==> src/rtl/pte_walk_pkg.sv <==
// Package: shared constants and types for the page entry search engine.
// Entry bit positions are little-endian indices within the 64-bit entry
// (upper word = bits 63:32).
package pte_walk_pkg;

    localparam int ENTRY_W   = 64;
    localparam int VSID_W    = 24;
    localparam int API_W     = 6;
    localparam int RPN_W     = 20;
    localparam int WIMG_W    = 4;
    localparam int PP_W      = 2;
    localparam int OFF_SHIFT = 3;   // log2 of the entry size in bytes

    localparam int V_BIT     = 63;
    localparam int VSID_LSB  = 39;
    localparam int H_BIT     = 38;
    localparam int API_LSB   = 32;
    localparam int RPN_LSB   = 12;
    localparam int R_BIT     = 8;
    localparam int C_BIT     = 7;
    localparam int WIMG_LSB  = 3;
    localparam int PP_LSB    = 0;

    typedef enum logic [2:0] {
        ST_IDLE,
        ST_RD,
        ST_RD_WAIT,
        ST_WR,
        ST_WR_WAIT,
        ST_DONE
    } walk_state_t;

    typedef struct packed {
        logic [RPN_W-1:0]  rpn;
        logic [WIMG_W-1:0] wimg;
        logic [PP_W-1:0]   pp;
    } xlate_t;

endpackage

==> src/rtl/pte_entry_match.sv <==
// Module: pte_entry_match
// Combinational compare of one fetched entry against the search key.
// Also forms the history-bit write-back image.
// Assumes: pass = 0 for the primary group, 1 for the secondary group.
module pte_entry_match
    import pte_walk_pkg::*;
(
    input  logic [ENTRY_W-1:0] entry,
    input  logic [VSID_W-1:0]  vsid,
    input  logic [API_W-1:0]   api,
    input  logic               pass,
    input  logic               store,
    output logic               hit,
    output logic               wb_need,
    output logic [ENTRY_W-1:0] wb_data,
    output xlate_t             fields
);

    // Key compare: valid, segment id, hash flag for this pass, page index.
    always_comb begin
        hit = entry[V_BIT]
           && (entry[VSID_LSB +: VSID_W] == vsid)
           && (entry[H_BIT] == pass)
           && (entry[API_LSB +: API_W] == api);
    end

    // History bits: write only when something would change.
    always_comb begin
        wb_need = !entry[R_BIT] || (store && !entry[C_BIT]);
        wb_data = entry;
        wb_data[R_BIT] = 1'b1;
        if (store) begin
            wb_data[C_BIT] = 1'b1;
        end
    end

    // Translation fields taken from the lower word.
    always_comb begin
        fields.rpn  = entry[RPN_LSB  +: RPN_W];
        fields.wimg = entry[WIMG_LSB +: WIMG_W];
        fields.pp   = entry[PP_LSB   +: PP_W];
    end

endmodule

==> src/rtl/pte_slot_seq.sv <==
// Module: pte_slot_seq
// Holds the two group bases and walks slot 0..SLOTS-1 of the primary group,
// then of the secondary group. Produces the current entry address.
// Assumes: bases are aligned to SLOTS entries; step is never asserted
// once exhausted is high.
module pte_slot_seq
    import pte_walk_pkg::*;
#(
    parameter int ADDR_W = 32,
    parameter int SLOTS  = 8
) (
    input  logic              clk,
    input  logic              rst_n,
    input  logic              load,
    input  logic [ADDR_W-1:0] base_pri,
    input  logic [ADDR_W-1:0] base_sec,
    input  logic              step,
    output logic [ADDR_W-1:0] addr,
    output logic              pass,
    output logic              exhausted
);

    localparam int SLOT_W = (SLOTS > 1) ? $clog2(SLOTS) : 1;
    localparam logic [SLOT_W-1:0] LAST_SLOT = SLOT_W'(SLOTS - 1);

    logic [ADDR_W-1:0] pri_q;
    logic [ADDR_W-1:0] sec_q;
    logic [SLOT_W-1:0] slot_q;
    logic              pass_q;
    logic              last_slot;

    // Slot/pass counter: restart on load, advance on step.
    always_ff @(posedge clk) begin
        if (!rst_n) begin
            pri_q  <= '0;
            sec_q  <= '0;
            slot_q <= '0;
            pass_q <= 1'b0;
        end else if (load) begin
            pri_q  <= base_pri;
            sec_q  <= base_sec;
            slot_q <= '0;
            pass_q <= 1'b0;
        end else if (step) begin
            if (last_slot) begin
                slot_q <= '0;
                pass_q <= 1'b1;
            end else begin
                slot_q <= slot_q + 1'b1;
            end
        end
    end

    // Address: selected base plus slot times the entry size.
    always_comb begin
        last_slot = (slot_q == LAST_SLOT);
        exhausted = pass_q && last_slot;
        pass      = pass_q;
        addr      = (pass_q ? sec_q : pri_q)
                  + ADDR_W'({slot_q, {OFF_SHIFT{1'b0}}});
    end

    // The controller must fault rather than step past the final slot.
    assert_no_step_past_end_R4: assert property (
        @(posedge clk) disable iff (!rst_n)
        step |-> !exhausted
    ) else $error("step issued after the last secondary slot");

endmodule

==> src/rtl/pte_walk_ctrl.sv <==
// Module: pte_walk_ctrl
// Search state machine: accepts a request, issues one read per slot,
// evaluates each response, writes history bits back on a hit and
// reports completion.
// Assumes: the memory answers every request (read or write) with exactly
// one mem_resp_valid pulse, never unprompted.
module pte_walk_ctrl
    import pte_walk_pkg::*;
(
    input  logic               clk,
    input  logic               rst_n,
    input  logic               req_valid,
    input  logic               req_store,
    input  logic [VSID_W-1:0]  req_vsid,
    input  logic [API_W-1:0]   req_api,
    output logic [VSID_W-1:0]  key_vsid,
    output logic [API_W-1:0]   key_api,
    output logic               key_store,
    output logic               seq_load,
    output logic               seq_step,
    input  logic               seq_pass,
    input  logic               seq_exhausted,
    input  logic               m_hit,
    input  logic               m_wb_need,
    input  logic [ENTRY_W-1:0] m_wb_data,
    input  xlate_t             m_fields,
    output logic               mem_req_valid,
    output logic               mem_req_write,
    output logic [ENTRY_W-1:0] mem_req_wdata,
    input  logic               mem_resp_valid,
    output logic               busy,
    output logic               done,
    output logic               fault,
    output logic               hit_secondary,
    output xlate_t             result
);

    walk_state_t        state_q;
    logic [ENTRY_W-1:0] wdata_q;
    logic               fault_q;
    logic               sec_q;
    xlate_t             result_q;
    logic               outstanding_q;

    // Main sequencing and result capture.
    always_ff @(posedge clk) begin
        if (!rst_n) begin
            state_q   <= ST_IDLE;
            key_vsid  <= '0;
            key_api   <= '0;
            key_store <= 1'b0;
            wdata_q   <= '0;
            fault_q   <= 1'b0;
            sec_q     <= 1'b0;
            result_q  <= '0;
        end else begin
            unique case (state_q)
                ST_IDLE: begin
                    if (req_valid) begin
                        key_vsid  <= req_vsid;
                        key_api   <= req_api;
                        key_store <= req_store;
                        fault_q   <= 1'b0;
                        sec_q     <= 1'b0;
                        result_q  <= '0;
                        state_q   <= ST_RD;
                    end
                end
                ST_RD: state_q <= ST_RD_WAIT;
                ST_RD_WAIT: begin
                    if (mem_resp_valid) begin
                        if (m_hit) begin
                            sec_q    <= seq_pass;
                            result_q <= m_fields;
                            if (m_wb_need) begin
                                wdata_q <= m_wb_data;
                                state_q <= ST_WR;
                            end else begin
                                state_q <= ST_DONE;
                            end
                        end else if (seq_exhausted) begin
                            fault_q <= 1'b1;
                            state_q <= ST_DONE;
                        end else begin
                            state_q <= ST_RD;
                        end
                    end
                end
                ST_WR: state_q <= ST_WR_WAIT;
                ST_WR_WAIT: begin
                    if (mem_resp_valid) begin
                        state_q <= ST_DONE;
                    end
                end
                ST_DONE: state_q <= ST_IDLE;
                default: state_q <= ST_IDLE;
            endcase
        end
    end

    // Tracks an issued memory request awaiting its response.
    always_ff @(posedge clk) begin
        if (!rst_n) begin
            outstanding_q <= 1'b0;
        end else if (mem_req_valid) begin
            outstanding_q <= 1'b1;
        end else if (mem_resp_valid) begin
            outstanding_q <= 1'b0;
        end
    end

    // Decoded controls and outputs from the current state.
    always_comb begin
        seq_load      = (state_q == ST_IDLE) && req_valid;
        seq_step      = (state_q == ST_RD_WAIT) && mem_resp_valid
                     && !m_hit && !seq_exhausted;
        mem_req_valid = (state_q == ST_RD) || (state_q == ST_WR);
        mem_req_write = (state_q == ST_WR);
        mem_req_wdata = wdata_q;
        busy          = (state_q != ST_IDLE);
        done          = (state_q == ST_DONE);
        fault         = fault_q;
        hit_secondary = sec_q;
        result        = result_q;
    end

    assert_one_outstanding_R9: assert property (
        @(posedge clk) disable iff (!rst_n)
        mem_req_valid |-> !outstanding_q
    ) else $error("new memory request while one is outstanding");

    assert_done_pulse_R10: assert property (
        @(posedge clk) disable iff (!rst_n)
        done |=> !done
    ) else $error("done held longer than one cycle");

    assert_busy_at_done_R8: assert property (
        @(posedge clk) disable iff (!rst_n)
        done |-> busy
    ) else $error("done without busy");

    assert_idle_quiet_R8: assert property (
        @(posedge clk) disable iff (!rst_n)
        !busy |-> !mem_req_valid
    ) else $error("memory request while idle");

    assert_wb_sets_ref_R7: assert property (
        @(posedge clk) disable iff (!rst_n)
        (mem_req_valid && mem_req_write) |-> mem_req_wdata[R_BIT]
    ) else $error("write-back without referenced bit");

    assert_fault_blank_R5: assert property (
        @(posedge clk) disable iff (!rst_n)
        (done && fault) |-> (result == '0 && !hit_secondary)
    ) else $error("fault with nonzero translation");

endmodule

==> src/rtl/pte_walker.sv <==
// Module: pte_walker (top)
// Two-group hashed page entry search engine with a single-outstanding
// 64-bit memory port.
// Assumes: group bases are 64-byte aligned and computed outside the block.
module pte_walker
    import pte_walk_pkg::*;
#(
    parameter int ADDR_W = 32,
    parameter int SLOTS  = 8
) (
    input  logic               clk,
    input  logic               rst_n,
    input  logic               req_valid,
    input  logic               req_store,
    input  logic [VSID_W-1:0]  req_vsid,
    input  logic [API_W-1:0]   req_api,
    input  logic [ADDR_W-1:0]  req_pteg_pri,
    input  logic [ADDR_W-1:0]  req_pteg_sec,
    output logic               busy,
    output logic               mem_req_valid,
    output logic               mem_req_write,
    output logic [ADDR_W-1:0]  mem_req_addr,
    output logic [ENTRY_W-1:0] mem_req_wdata,
    input  logic               mem_resp_valid,
    input  logic [ENTRY_W-1:0] mem_resp_rdata,
    output logic               done,
    output logic               fault,
    output logic               hit_secondary,
    output logic [RPN_W-1:0]   res_rpn,
    output logic [WIMG_W-1:0]  res_wimg,
    output logic [PP_W-1:0]    res_pp
);

    logic [VSID_W-1:0]  key_vsid;
    logic [API_W-1:0]   key_api;
    logic               key_store;
    logic               seq_load;
    logic               seq_step;
    logic               seq_pass;
    logic               seq_exhausted;
    logic               m_hit;
    logic               m_wb_need;
    logic [ENTRY_W-1:0] m_wb_data;
    xlate_t             m_fields;
    xlate_t             result;

    pte_slot_seq #(
        .ADDR_W (ADDR_W),
        .SLOTS  (SLOTS)
    ) u_seq (
        .clk       (clk),
        .rst_n     (rst_n),
        .load      (seq_load),
        .base_pri  (req_pteg_pri),
        .base_sec  (req_pteg_sec),
        .step      (seq_step),
        .addr      (mem_req_addr),
        .pass      (seq_pass),
        .exhausted (seq_exhausted)
    );

    pte_entry_match u_match (
        .entry   (mem_resp_rdata),
        .vsid    (key_vsid),
        .api     (key_api),
        .pass    (seq_pass),
        .store   (key_store),
        .hit     (m_hit),
        .wb_need (m_wb_need),
        .wb_data (m_wb_data),
        .fields  (m_fields)
    );

    pte_walk_ctrl u_ctrl (
        .clk            (clk),
        .rst_n          (rst_n),
        .req_valid      (req_valid),
        .req_store      (req_store),
        .req_vsid       (req_vsid),
        .req_api        (req_api),
        .key_vsid       (key_vsid),
        .key_api        (key_api),
        .key_store      (key_store),
        .seq_load       (seq_load),
        .seq_step       (seq_step),
        .seq_pass       (seq_pass),
        .seq_exhausted  (seq_exhausted),
        .m_hit          (m_hit),
        .m_wb_need      (m_wb_need),
        .m_wb_data      (m_wb_data),
        .m_fields       (m_fields),
        .mem_req_valid  (mem_req_valid),
        .mem_req_write  (mem_req_write),
        .mem_req_wdata  (mem_req_wdata),
        .mem_resp_valid (mem_resp_valid),
        .busy           (busy),
        .done           (done),
        .fault          (fault),
        .hit_secondary  (hit_secondary),
        .result         (result)
    );

    // Unpack the held translation result onto the ports.
    always_comb begin
        res_rpn  = result.rpn;
        res_wimg = result.wimg;
        res_pp   = result.pp;
    end

    assert_aligned_access_R4: assert property (
        @(posedge clk) disable iff (!rst_n)
        mem_req_valid |-> (mem_req_addr[OFF_SHIFT-1:0] == '0)
    ) else $error("unaligned entry access");

endmodule

==> config.mk <==
export PLATFORM = sky130hd
export DESIGN_NAME = pte_walker
export DESIGN_NICKNAME = d
export VERILOG_FILES = /design/src/rtl/pte_walk_pkg.sv /design/src/rtl/pte_entry_match.sv /design/src/rtl/pte_slot_seq.sv /design/src/rtl/pte_walk_ctrl.sv /design/src/rtl/pte_walker.sv
export SDC_FILE = /design/constraint.sdc
export NUM_CORES = 1
export LEC_CHECK = 0
export CAP_MARGIN = 10
export CORE_MARGIN = 3
export CORE_UTILIZATION = 50
export CTS_CLUSTER_SIZE = 30
export DETAILED_ROUTE_END_ITERATION = 12
export DONT_BUFFER_PORTS = 1
export GPL_ROUTABILITY_DRIVEN = 0
export PLACE_DENSITY_LB_ADDON = 0.15
export SLEW_MARGIN = 25
export SYNTH_ARGS = -nofsm -noshare
export SYNTH_HDL_FRONTEND = slang
export SYNTH_SLANG_ARGS = --single-unit
==> constraint.sdc <==
create_clock -name clk -period 9.3 [get_ports clk]
set_input_delay 0.465 -clock clk [delete_from_list [all_inputs] [get_ports clk]]
set_output_delay 0.465 -clock clk [all_outputs]
set_load 0.02 [all_outputs]
==> results.md, run 1 <==
Run status:
- The flow ran to the end, and the final reports show no timing, DRC or antenna violations.

Clock tree:
- TritonCTS built the clock tree.
- The clock-pin slew on the worst setup and hold paths is 0.07 ns.
- In this run, CTS created clock tree buffers numbering 17.
- The total setup buffers inserted after CTS is 0.
- The maximum number of buffers from clock root to sink is 2.
- The count of cells resized by post-cts repair is 0.
- The worst-skew pair later-pin latency is 0.43 ns.
- The clock net in this run drives a total of 194 sinks.
- The clock tree synthesis step divided the H-tree into 4 levels.
- The clock root buffer is sky130_fd_sc_hd__clkbuf_16.
- For this design, the CTS-stage hold fixing added 0 buffers.

Synth:
- The fraction of the yosys area taken by sequential cells is 46.8%.
- Yosys mapped the design onto 54 distinct sky130hd cell types.
- The net count of the mapped netlist is 1116.
- The synthesized area per cell is 8.77 um2.
- The synthesized cell area is 8310 um2.
- The number of enable flip-flop cells after synthesis is 0.
- The number of synthesized register bits is 194.
- After technology mapping, the gate count stands at 947.
- The most frequently used flop master after synthesis is sky130_fd_sc_hd__dfxtp_1.
- For this run, the number of Yosys warnings is 0.
- For this run, asynchronously set or reset flops after synthesis account for 0%.

Setup path:
- For this design, the slowest cell found on the critical path is sky130_fd_sc_hd__dfxtp_2.
- The startpoint class of the critical path is a flip-flop.
- The required time of the worst setup path is 8.84 ns.
- Data on the critical path arrives at its endpoint at 4.17 ns.
- The critical path goes through buf_4 -> mux2_2 -> ha_1 -> and3_1 -> o21bai_1 -> nor3_1 -> nand3_1 -> xor2_1 -> mux2i_1.
- The endpoint type of the worst setup path is a primary output.
- In this design, the stage delay of the slowest critical-path cell is 0.73 ns.
- The critical path class is flip-flop to primary output.
- The largest fanout on the critical path is 35.

Route:
- The first-pass iteration count of the detailed router is 4.
- The average detailed-routed wire length per instance is 18.9 um.
- Using the TritonRoute via totals, the vias-per-cell ratio works out to 5.52.
- The total vias in the final route is 6301.
- The final routed DRC violation total is 0.
- The number of antenna-violating nets in the routed design is 0.
- In this run, the number of DRC markers left after iteration 0 of detailed routing was 296.
- The routed design has 21.6 mm of wire.

STA:
- The final number of max-transition violations is 0.
- The maximum clock skew at final layout is 0.0104 ns.
- The final critical path takes up 49.8% of the cycle.
- Setup violations remaining at the end of the flow were counted as 0.
- The clock period could shrink to 4.63 ns.
- The aggregate negative setup slack is 0 ns.
- At the pin with the least slew margin, the transition time is 0.979 ns.
- The tightest slew margin relative to the limit is 34.7%.
- For this run, the top clock speed supported by timing is 216 MHz.
- The worst hold slack across all endpoints is 0.162 ns.
- The final-report hold violation count came to 0.
- Setup repair after global routing left no endpoint under its margin.

Global route:
- The initial antenna violation count is 1.
- Global routing used 22.5% of the available tracks across all layers.
- Global routing finished with a remaining overflow of 0.
- The largest net degree at the start of global routing is 107.
- The via count of the first global-routing pass is 5958.
- The wire length of the first global-routing pass is 32.4 mm.

Pwr:
- The power density normalized to cell area is 198 nW/um2.
- The total leakage power is 3.60 nW.
- VDD sags by at most 126 uV.

Floorplan:
- The effective utilization at floorplan is 51.7%.
- The die covers 18200 um2.
- The count of pins on the block boundary is 291.
- Measured along the x axis, the die boundary spans 135 um.
- The floorplan has 46 rows.
- The floorplan die height is 135 um.
- The total area inside the core boundary comes to 16100 um2.

Final layout:
- The antenna diode instance count is 0.
- The share of final-layout standard cells stronger than drive strength 1 is 6.27%.
- The area growth from synthesis to layout is 7.79%.
- The area taken by multi-input logic gates is 4120 um2.
- The number of nets in the final layout is 1081.
- In the final layout, flip-flops and latches occupy 3880 um2.
- Counting the fill cells in the layout gives 1496.

Job:
- The number of max-capacitance violations reported is 0.

Worst hold path:
- The path class of the tightest hold or removal check is input port to flip-flop.

Placed design:
- The final HPWL from detailed placement is 15.1 mm.
- The total of buffers placed on input and output ports is 0.
-- final cells by class --
class	count	area share [%]
tap	216	3.02
clock inverter	13	1.65
inverter	6	0.279
timing repair buffer	6	0.685
sequential	194	43.4
clock buffer	19	4.95
multi-input combinational	687	46.0
-- kinds of logic (layout without fill, tap and decap cells) --
logic type,Yosys count,in the layout,synth area share (%)
DFF,194,194,46.8
buffers and inverters,66,44,3.86
xor gates and xnor gates,63,63,6.64
AOI/OAI and AO/OA,160,160,11.6
muxes,90,90,10.9
and+or+nand+nor,368,368,19.3
adders and majority gates,6,6,0.994
-- synth_stat cells, drive strengths merged (4+ instances only) --
| master | count | area share, % |
|---|---|---|
| nor3 | 10 | 0.78 |
| a21oi | 108 | 6.6 |
| nand2 | 215 | 9.7 |
| clkbuf | 39 | 1.8 |
| nand3 | 15 | 0.90 |
| nor2 | 81 | 3.7 |
| nand4 | 15 | 1.2 |
| xor2 | 24 | 2.5 |
| nand3b | 4 | 0.36 |
| xnor2 | 39 | 4.1 |
| nor2b | 6 | 0.45 |
| buf | 21 | 1.8 |
| and2 | 4 | 0.30 |
| ha | 5 | 0.75 |
| inv | 6 | 0.27 |
| dfxtp | 194 | 47 |
| a22o | 27 | 2.8 |
| mux2 | 6 | 0.81 |
| o21ai | 7 | 0.42 |
| mux2i | 84 | 10 |
-- worst paths after layout --
path | from | end | slack [ns] | cells past startpoint
min | mem_resp_rdata[13] | u_ctrl.result[7] | 0.16 | 1
max | u_seq.pass | mem_req_addr[18] | 4.67 | 9
max reg2reg | u_seq.pass | u_ctrl.mem_req_wdata[19] | 6.33 | 7
min reg2reg | u_seq.pri_q[21] | u_seq.pri_q[21] | 0.45 | 2
-- through the flow --
stage / utilization, % / setup slack [ns] / cell area, um2 / power (mW) / cells
2_1_floorplan: - / 5.67 / 8310 / 1.02 / 947
5_1_grt: 55.8 / 4.45 / 8950 / 1.84 / 1141
3_5_place_dp: 51.9 / 5.12 / 8330 / 1.05 / 1108
4_1_cts: 55.6 / 4.66 / 8920 / 1.79 / 1140
6_report: 55.8 / 4.67 / 8950 / 1.77 / 1141
3_3_place_gp: 51.9 / 5.22 / 8330 / 1.05 / 1108
-- cell usage in the layout (no fill, tap or decap), types with 2 or more instances in the layout --
cell type,count
sky130_fd_sc_hd__nand2_1,213
sky130_fd_sc_hd__dfxtp_1,193
sky130_fd_sc_hd__a21oi_1,107
sky130_fd_sc_hd__mux2i_1,84
sky130_fd_sc_hd__nor2_1,80
sky130_fd_sc_hd__xnor2_1,39
sky130_fd_sc_hd__a22o_1,27
sky130_fd_sc_hd__xor2_1,24
sky130_fd_sc_hd__clkbuf_16,17
sky130_fd_sc_hd__nand3_1,15
sky130_fd_sc_hd__nand4_1,14
sky130_fd_sc_hd__nor3_1,7
sky130_fd_sc_hd__mux2_2,6
sky130_fd_sc_hd__nor2b_1,6
sky130_fd_sc_hd__o21ai_0,6
sky130_fd_sc_hd__inv_1,5
sky130_fd_sc_hd__ha_1,5
sky130_fd_sc_hd__nand3b_1,4
sky130_fd_sc_hd__buf_4,4
sky130_fd_sc_hd__and3_1,3
sky130_fd_sc_hd__a22oi_1,3
sky130_fd_sc_hd__nor3_2,3
sky130_fd_sc_hd__and2_1,3
sky130_fd_sc_hd__a31oi_1,3
sky130_fd_sc_hd__clkinv_2,3
sky130_fd_sc_hd__inv_6,3
sky130_fd_sc_hd__nand4b_1,2
sky130_fd_sc_hd__a21o_1,2
sky130_fd_sc_hd__a32o_1,2
sky130_fd_sc_hd__or2_2,2
sky130_fd_sc_hd__or4_1,2
sky130_fd_sc_hd__nor4_1,2
sky130_fd_sc_hd__clkinvlp_4,2
sky130_fd_sc_hd__inv_8,2
sky130_fd_sc_hd__bufinv_16,2
-- per-layer routing --
layer,track usage (%),wire [um]
met4,7.41,462
met3,8.46,2110
met5,0,7
met2,37.4,10200
met1,27.0,8790
-- critical path, delay by kind of cell (launching register included) --
family,cells,cell delay [ns]
AO/OA/AOI/OAI,1,0.19
flip-flops,1,0.73
buffers and inverters,1,0.50
XOR/XNOR,1,0.17
adder cells (fa/ha/maj),1,0.34
multiplexers,2,0.81
AND/OR/NAND/NOR,3,1.00
-- state kept, by name, indices dropped and copies added (netlist names) --
register / flops
u_seq.sec_q: 32
u_seq.pass: 1
u_ctrl.key_api: 6
u_ctrl.hit_secondary: 1
u_seq.slot_q: 3
u_ctrl.mem_req_wdata: 64
u_seq.pri_q: 32
u_ctrl.key_vsid: 24
u_ctrl.fault: 1
u_ctrl.key_store: 1
u_ctrl.result: 26
u_ctrl.state_q: 3
-- where the power goes --
part | total (mW) | switching, mW | leakage [nW] | internal [mW]
Combinational | 0.151 | 0.102 | 1.74 | 0.0487
Sequential | 0.884 | 0.0235 | 1.58 | 0.861
Clock | 0.734 | 0.325 | 0.288 | 0.409
Note: power is estimated with default switching activity, not from simulation.
==> run 2: changes to the inputs <==
Clock period 9.3 ns to 4.1 ns, I/O delays scaled along.
==> run 2 against run 1 <==
  * Sequential power is 130% higher
  * First-iteration DRC count is 55% higher
  * Largest cell class unchanged
  * Design area is 18% higher
  * Non-clock buffer count is 163 higher
  * Global-route usage is 3.3 points higher
  * Critical path type unchanged
==> results.md, run 2 (synthesis gave the netlist of run 1 again) <==
Run status:
- The run finished with clean final reports.

Route:
- The per-cell via count in the routed design is 5.51 (-0.21%).
- The count of routing violations after the opening detailed-route iteration is 458 (+55%).
- The total vias in the final route came to 7186 (+14%).
- The average detailed-routed wire length per instance is 18.4 um (-2.8%).
- The number of antenna-violating nets in the routed design came to 0 (unchanged).
- The aggregate routed wire length is 24.0 mm (+11%).
- The final routed DRC violation total was 0 (unchanged).
- The first-pass iteration count of the detailed router was 5 (+1).

Global route:
- The total routing usage reported by global routing is 25.8% (+3.3 points).
- The largest net degree at the start of global routing came to 93 (-13%).
- The initial antenna violation count is 1 (unchanged).
- The wire length of the first global-routing pass is 37.5 mm (+16%).
- The via count of the first global-routing pass is 7018 (+18%).
- The residual overflow from global routing is 0 (unchanged).

Floorplan:
- The total die area is 18200 um2 (unchanged).
- The count of pins on the block boundary is 291 (unchanged).
- The effective utilization at floorplan is 51.7% (unchanged).
- The placement row count came to 46 (unchanged).
- The placeable core area is 16100 um2 (unchanged).
- The floorplan die height came to 135 um (unchanged).
- The die span in x is 135 um (unchanged).

Clock tree:
- The total number of clock tree sinks is 194 (unchanged).
- The maximum number of buffers from clock root to sink came to 2 (unchanged).
- The total setup buffers inserted after CTS is 0 (unchanged).
- The number of clock buffers inserted by TritonCTS is 17 (unchanged).
- The total number of H-tree levels is 4 (unchanged).
- The count of hold-fix buffers inserted at cts is 159 (+159).
- TritonCTS built the clock tree.
- CTS placed an instance of sky130_fd_sc_hd__clkbuf_16 at the clock tree root.
- The worst-skew pair later-pin latency was 0.43 ns (about the same).
- The count of cells resized by post-cts repair is 0 (unchanged).
- The clock-pin slew on the worst setup and hold paths is 0.06 ns (about the same).

Pwr:
- The worst IR drop on VDD was 339 uV (+170%).
- The power density normalized to cell area is 395 nW/um2 (+100%).
- The total leakage power was 4.28 nW (+19%).

STA:
- The final number of max-transition violations is 0 (unchanged).
- After layout, the minimum clock period comes to 3.65 ns.
- The aggregate negative setup slack is 0 ns (unchanged).
- Setup repair after global routing left no endpoint under its margin.
- The final-report hold violation count came to 0 (unchanged).
- The number of setup violations in the final report is 0 (unchanged).
- After layout, the worst path uses 88.9% of the clock period.
- The tightest slew margin relative to the limit is 31.7% (-3.0 points).
- The maximum clock skew at final layout is 0.0112 ns (+0.000795 ns).
- The transition time of the tightest slew-check pin was 1.02 ns (+0.0446 ns).
- For this run, the top clock speed supported by timing is 274 MHz.

Placed design:
- The total of buffers placed on input and output ports is 0 (unchanged).
- The final HPWL from detailed placement is 15.6 mm (+2.9%).

Setup path:
- The worst setup path is of the flip-flop to primary output kind.
- The startpoint class of the critical path is a flip-flop.
- The data arrival time of the worst path is 3.44 ns (-0.73 ns).
- The reg-to-reg startpoint is u_seq.pass.
- The required time of the worst setup path is 3.89 ns (-4.95 ns).
- The largest fanout on the critical path is 25 (-29%).
- The reg-to-reg setup timing slack was 1.11 ns (-5.22 ns).
- The endpoint type of the worst setup path is a primary output.
- The endpoint identified for the worst register-to-register timing path is u_ctrl.result[5].
- The worst reg-to-reg path cell count came to 8 (+1).

Final layout:
- The end-of-flow core utilization is 65.7% (+10 points).
- The antenna diode instance count came to 0 (unchanged).
- The number of nets in the final layout was 1244 (+15%).
- The area growth from synthesis to layout is 27.1%.
- The library cells used most frequently in the layout, excluding fill and tap cells, are 213 x sky130_fd_sc_hd__nand2_1, 193 x sky130_fd_sc_hd__dfxtp_1, 159 x sky130_fd_sc_hd__dlygate4sd3_1.
- The library cell used most frequently in the layout, excluding fill and tap cells, is sky130_fd_sc_hd__nand2_1.
- The flip-flop count of the largest register after layout is 64 (unchanged).
- The share of final-layout standard cells stronger than drive strength 1 is 5.79% (-0.48 points).

Worst hold path:
- The cell depth of the worst min-delay path came to 4 (+3).
- The worst hold path terminates at u_ctrl.state_q[1].
- In this run the most critical hold path is launched from mem_resp_valid.
- The min-delay analysis places its worst path in the category input port to flip-flop.

Job:
- The number of max-capacitance violations reported is 0 (unchanged).
## run 2: power by group
part	leakage, nW	internal (mW)	switching [mW]	total, mW
clock network	0.287	0.926	0.752	1.68
registers	1.58	1.95	0.0536	2.01
logic	2.41	0.209	0.271	0.481
total	4.28	3.09	1.08	4.17
## run 2: metal layers
layer	part of all wire, %	GRT usage [%]	wire, um
met5	0.054	0	13
met4	2.7	8.99	651
met3	8.8	8.83	2100
met2	48	42.3	11400
met1	41	31.8	9790
## run 2: critical path, cell delays in order (launching register included)
cell                       delay (ns)
sky130_fd_sc_hd__dfxtp_2         0.36
sky130_fd_sc_hd__buf_4           0.34
sky130_fd_sc_hd__mux2_2          0.22
sky130_fd_sc_hd__ha_1            0.18
sky130_fd_sc_hd__and3_1          0.18
sky130_fd_sc_hd__o21bai_1        0.18
sky130_fd_sc_hd__nor3_1          0.76
sky130_fd_sc_hd__nand3_1         0.19
sky130_fd_sc_hd__xor2_1          0.18
sky130_fd_sc_hd__mux2i_1         0.43
## run 2: worst max-delay path by stage
stage / from / to / cells past startpoint
after global placement: u_seq.pass / mem_req_addr[18] / 9
after detailed placement: u_seq.pass / mem_req_addr[18] / 9
final: u_seq.pass / mem_req_addr[18] / 9
after floorplan: u_seq.pass / mem_req_addr[18] / 12
after CTS: u_seq.pass / mem_req_addr[18] / 9
after global routing: u_seq.pass / mem_req_addr[18] / 9
## run 2: cell type report
type | count | area [um2]
Clock buffer | 18 | 439
Clock inverter | 14 | 155
Fill cell | 1288 | 5500
Inverter | 6 | 25.0
Multi-Input combinational cell | 687 | 4110
Sequential cell | 194 | 3880
Tap cell | 216 | 270
Timing Repair Buffer | 169 | 1670
## run 2: through the flow
stage                     instance area (um2)  setup WS [ns]  power, mW  std cells  hold WS [ns]
final                                   10600          0.455       4.17       1304         0.111
after detailed placement                 8370          0.954       2.39       1113         0.334
after global routing                    10600          0.208       4.32       1304         0.126
after global placement                   8370           1.04       2.39       1113         0.331
after floorplan                          8310          0.733       2.31        947         0.331
after CTS                               10600          0.487       4.19       1304        0.0817
==> run 3: changes to the inputs <==
Settings changed: REMOVE_ABC_BUFFERS from default to 1, SYNTH_HIERARCHICAL from default to 1.
==> run 3 against run 2 <==
  * Register-to-register slack worse by 0.02 ns
  * Count of clock-buffer cells in the layout stayed put
  * Fmax increased by 7.4%
  * Worst setup slack improved by 0.25 ns
  * Combinational power up 9.8%
  * Global-route usage is 3.7 points lower
  * First-iteration DRC count is 37% lower
  * Synthesized cell count increased by 7.6%
  * Sequential power is essentially flat
  * Synthesized area grew 15%
  * Clock power is 4% lower
==> results.md, run 3 <==
Floorplan:
- The floorplan die height is 144 um (+7.0%).
- The placeable core area is 18400 um2 (+15%).
- The die span in x is 144 um (+7.0%).
- The placement row count is 49 (+6.5%).
- The total die area is 20800 um2 (+15%).
- The count of pins on the block boundary is 291 (unchanged).
- The effective utilization at floorplan is 52.1% (+0.32 points).

Synth:
- The number of synthesized register bits is 194 (unchanged).
- The share of cell area taken by muxes after synthesis came to 16.8% (+5.9 points).
- The number of enable flip-flop cells after synthesis was 0 (unchanged).
- The biggest area contributor in the post-synthesis netlist is sky130_fd_sc_hd__dfxtp_1.
- By area, the combinational part of the netlist is dominated by simple AND/OR/NAND/NOR gates.
- Sorting the synthesized cells by how often they occur yields 212 x sky130_fd_sc_hd__nand2_1, 194 x sky130_fd_sc_hd__dfxtp_1, 152 x sky130_fd_sc_hd__mux2i_1.
- The share of the synthesized netlist area taken by xor and xnor gates came to 5.49% (-1.2 points).
- The adder-cell share of the synthesized area is 0.863% (-0.13 points).
- The area fraction of the dominant cell type after synthesis is 40.6% (-6.2 points).
- The number of warnings reported in the yosys synthesis log is 6 (+6).
- The share of async-settable or async-resettable flops after synthesis was 0% (unchanged).
- The synthesized-area fraction occupied by ao, oa, aoi and oai cells is 6.55% (-5.0 points).
- The fraction of the yosys area taken by sequential cells is 40.6% (-6.2 points).
- The synthesized cell area is 9570 um2 (+15%).
- The post-synthesis instance total came to 1019 (+7.6%).
- The synthesized area per cell came to 9.40 um2 (+7.1%).
- The most used flip-flop cell after synthesis is sky130_fd_sc_hd__dfxtp_1.
- The unique cell type count in the Yosys netlist is 57 (+5.6%).
- The area share of and/or/nand/nor cells after synthesis is 18.8% (-0.51 points).
- The most instantiated library cell after synthesis is sky130_fd_sc_hd__nand2_1.
- Ranked by total cell area, the synthesized netlist is headed by sky130_fd_sc_hd__dfxtp_1 41%, sky130_fd_sc_hd__mux2i_1 16%, sky130_fd_sc_hd__nand2_1 8.3%.

Pwr:
- The power density normalized to cell area came to 370 nW/um2 (-6.3%).
- The total leakage power is 4.27 nW (-0.28%).
- The worst IR drop on VDD is 286 uV (-16%).
- The overall power consumption is 4.17 mW (about the same).

Final layout:
- The number of nets in the final layout is 1242 (-0.16%).
- Compared with the post-synthesis result, the final layout area differs by 17.8%.
- The end-of-flow core utilization is 61.3% (-4.4 points).
- The final cell count without fillers is 1315 (+0.84%).
- The most common library cell in the layout ignoring fill and taps is sky130_fd_sc_hd__nand2_1.
- The flip-flop count of the largest register after layout is 64 (unchanged).
- The top cell types in the final layout, fill and taps aside, are 212 x sky130_fd_sc_hd__nand2_1, 193 x sky130_fd_sc_hd__dfxtp_1, 180 x sky130_fd_sc_hd__dlygate4sd3_1.
- The antenna diode instance count is 0 (unchanged).
- The share of final-layout standard cells stronger than drive strength 1 was 5.89% (+0.10 points).

Global route:
- The residual overflow from global routing is 0 (unchanged).
- The initial antenna violation count is 0 (-1).
- The via count of the first global-routing pass is 7024 (+0.085%).
- The wire length of the first global-routing pass was 36.5 mm (-2.9%).
- The largest net degree at the start of global routing came to 200 (+120%).
- The total routing usage reported by global routing was 22.1% (-3.7 points).

Route:
- The average detailed-routed wire length per instance came to 18.4 um (+0.12%).
- The count of routing violations after the opening detailed-route iteration is 289 (-37%).
- The final routed DRC violation total came to 0 (unchanged).
- The number of antenna-violating nets in the routed design is 0 (unchanged).
- The per-cell via count in the routed design is 5.36 (-2.7%).
- The total vias in the final route came to 7050 (-1.9%).
- The aggregate routed wire length came to 24.2 mm (+0.97%).
- The first-pass iteration count of the detailed router is 7 (+2).

Setup path:
- The worst reg-to-reg path cell count is 9 (+1).
- The largest fanout on the critical path is 54 (+120%).
- The critical path is of the flip-flop to primary output type.
- The kind of cell adding the most delay to the critical path is simple AND/OR/NAND/NOR gates.
- The number of logic stages on the critical path including buffering is 6 (-3).
- The required time of the worst setup path is 3.89 ns (about the same).
- The largest stage delay on the critical path was 0.58 ns (-0.18 ns).
- The startpoint class of the critical path is a flip-flop.
- The slowest stage of the critical path belongs to the cell sky130_fd_sc_hd__buf_4.
- The worst setup path is captured at a primary output.
- The number of buffers and inverters on the critical path is 1 (unchanged).
- The data arrival time of the worst path was 3.19 ns (-0.25 ns).
- The critical path goes through buf_4 -> mux2i_1 -> nor2_1 -> and4_1 -> nand3_1 -> xnor2_1.

STA:
- The post-route worst setup slack is 0.704 ns (+0.250 ns).
- The number of setup violations in the final report is 0 (unchanged).
- The final number of max-transition violations is 0 (unchanged).
- The tightest slew margin relative to the limit is 31.8% (+0.11 points).
- Setup repair after global routing left no endpoint under its margin.
- The final worst-path cycle share is 82.8% (-6.1 points).
- The worst hold slack across all endpoints came to 0.0794 ns (-0.0314 ns).
- The final-report hold violation count is 0 (unchanged).
- The maximum achievable frequency is 294 MHz (+7.4%).
- The transition time of the tightest slew-check pin is 1.02 ns (-0.00170 ns).
- The maximum clock skew at final layout came to 0.0164 ns (+0.00525 ns).
- The post-route minimum period is 3.40 ns (-0.250 ns).

Job:
- The number of max-capacitance violations reported is 0 (unchanged).

Placed design:
- The placed instance count is 1102 (-0.99%).
- The final HPWL from detailed placement is 15.1 mm (-3.3%).
- The worst setup slack after placement is 1.13 ns (+0.180 ns).
- The total of buffers placed on input and output ports is 0 (unchanged).

Clock tree:
- The number of clock buffers inserted by TritonCTS is 17 (unchanged).
- The clock tree from TritonCTS is done.
- The total number of clock tree sinks is 194 (unchanged).
- The clock-pin slew on the worst setup and hold paths came to 0.08 ns (+0.02 ns).
- The tree is rooted in a sky130_fd_sc_hd__clkbuf_16.
- The total setup buffers inserted after CTS is 0 (unchanged).
- The total number of H-tree levels came to 4 (unchanged).
- The maximum number of buffers from clock root to sink is 2 (unchanged).
- The worst-skew pair later-pin latency came to 0.43 ns (about the same).

Worst hold path:
- The worst hold path class is input port to flip-flop.
- The cell depth of the worst min-delay path is 3 (-1).

Run status:
- The run finished with clean final reports.
run 3: where the power goes:
group / internal (mW) / switching, mW / leakage, nW
combinational: 0.257 / 0.271 / 2.41
clock: 0.809 / 0.815 / 0.273
sequential: 1.96 / 0.0619 / 1.58
total: 3.02 / 1.15 / 4.27
run 3: worst paths after layout:
| path | from | to | slack (ns) |
|---|---|---|---|
| worst max-delay path | u_seq/pass | mem_req_addr[29] | 0.70 |
| worst min-delay path | mem_resp_rdata[7] | u_ctrl/mem_req_wdata[7] | 0.08 |
| worst max register to register | u_ctrl/key_api[3] | u_ctrl/result[11] | 1.09 |
| worst min register to register | u_ctrl/key_vsid[16] | u_ctrl/key_vsid[16] | 0.47 |
run 3: worst min-delay path: cells and delay by family:
family	cells	cell delay, ns
AND/OR/NAND/NOR	2	0.14
multiplexers	1	0.12
run 3: logic make-up (layout without fill, tap and decap cells):
| kind of cell | after synthesis | count (layout) |
|---|---|---|
| simple gates | 358 | 358 |
| flops | 194 | 194 |
| mux | 160 | 160 |
| buf+inv | 155 | 222 |
| compound gates | 85 | 85 |
| xor+xnor | 60 | 60 |
| fa+ha+maj | 6 | 6 |
| other cells | 1 | 1 |
run 3: cell type report:
cell class / count / area (um2)
flip-flops and latches: 194 / 3880
fillers: 1556 / 7110
repair buffers: 186 / 1870
multi-input cells: 670 / 4650
clock buffers: 18 / 429
inverters: 4 / 20.0
clock inverters: 14 / 141
well taps: 229 / 287
run 3: timing repair:
item,CTS,global route
gates resized for setup,0,0
hold buffers,181,0
endpoints found under the setup margin,0,0
endpoints found under the hold margin,190,0
run 3: metrics by stage:
step,instance area (um2),TNS (ns)
6_report,11300,0
5_1_grt,11300,0
4_1_cts,11300,0
3_5_place_dp,8880,0
3_3_place_gp,8880,0
2_1_floorplan,8550,-24.05
run 3: per-layer routing:
layer | GRT usage (%) | part of all wire [%] | vias to the layer above
met4 | 8.20 | 2.2 | 0
met1 | 26.1 | 41 | 3276
met5 | 0 | 0 | -
met3 | 7.14 | 8.5 | 41
li1 | - | - | 3474
met2 | 37.4 | 48 | 259
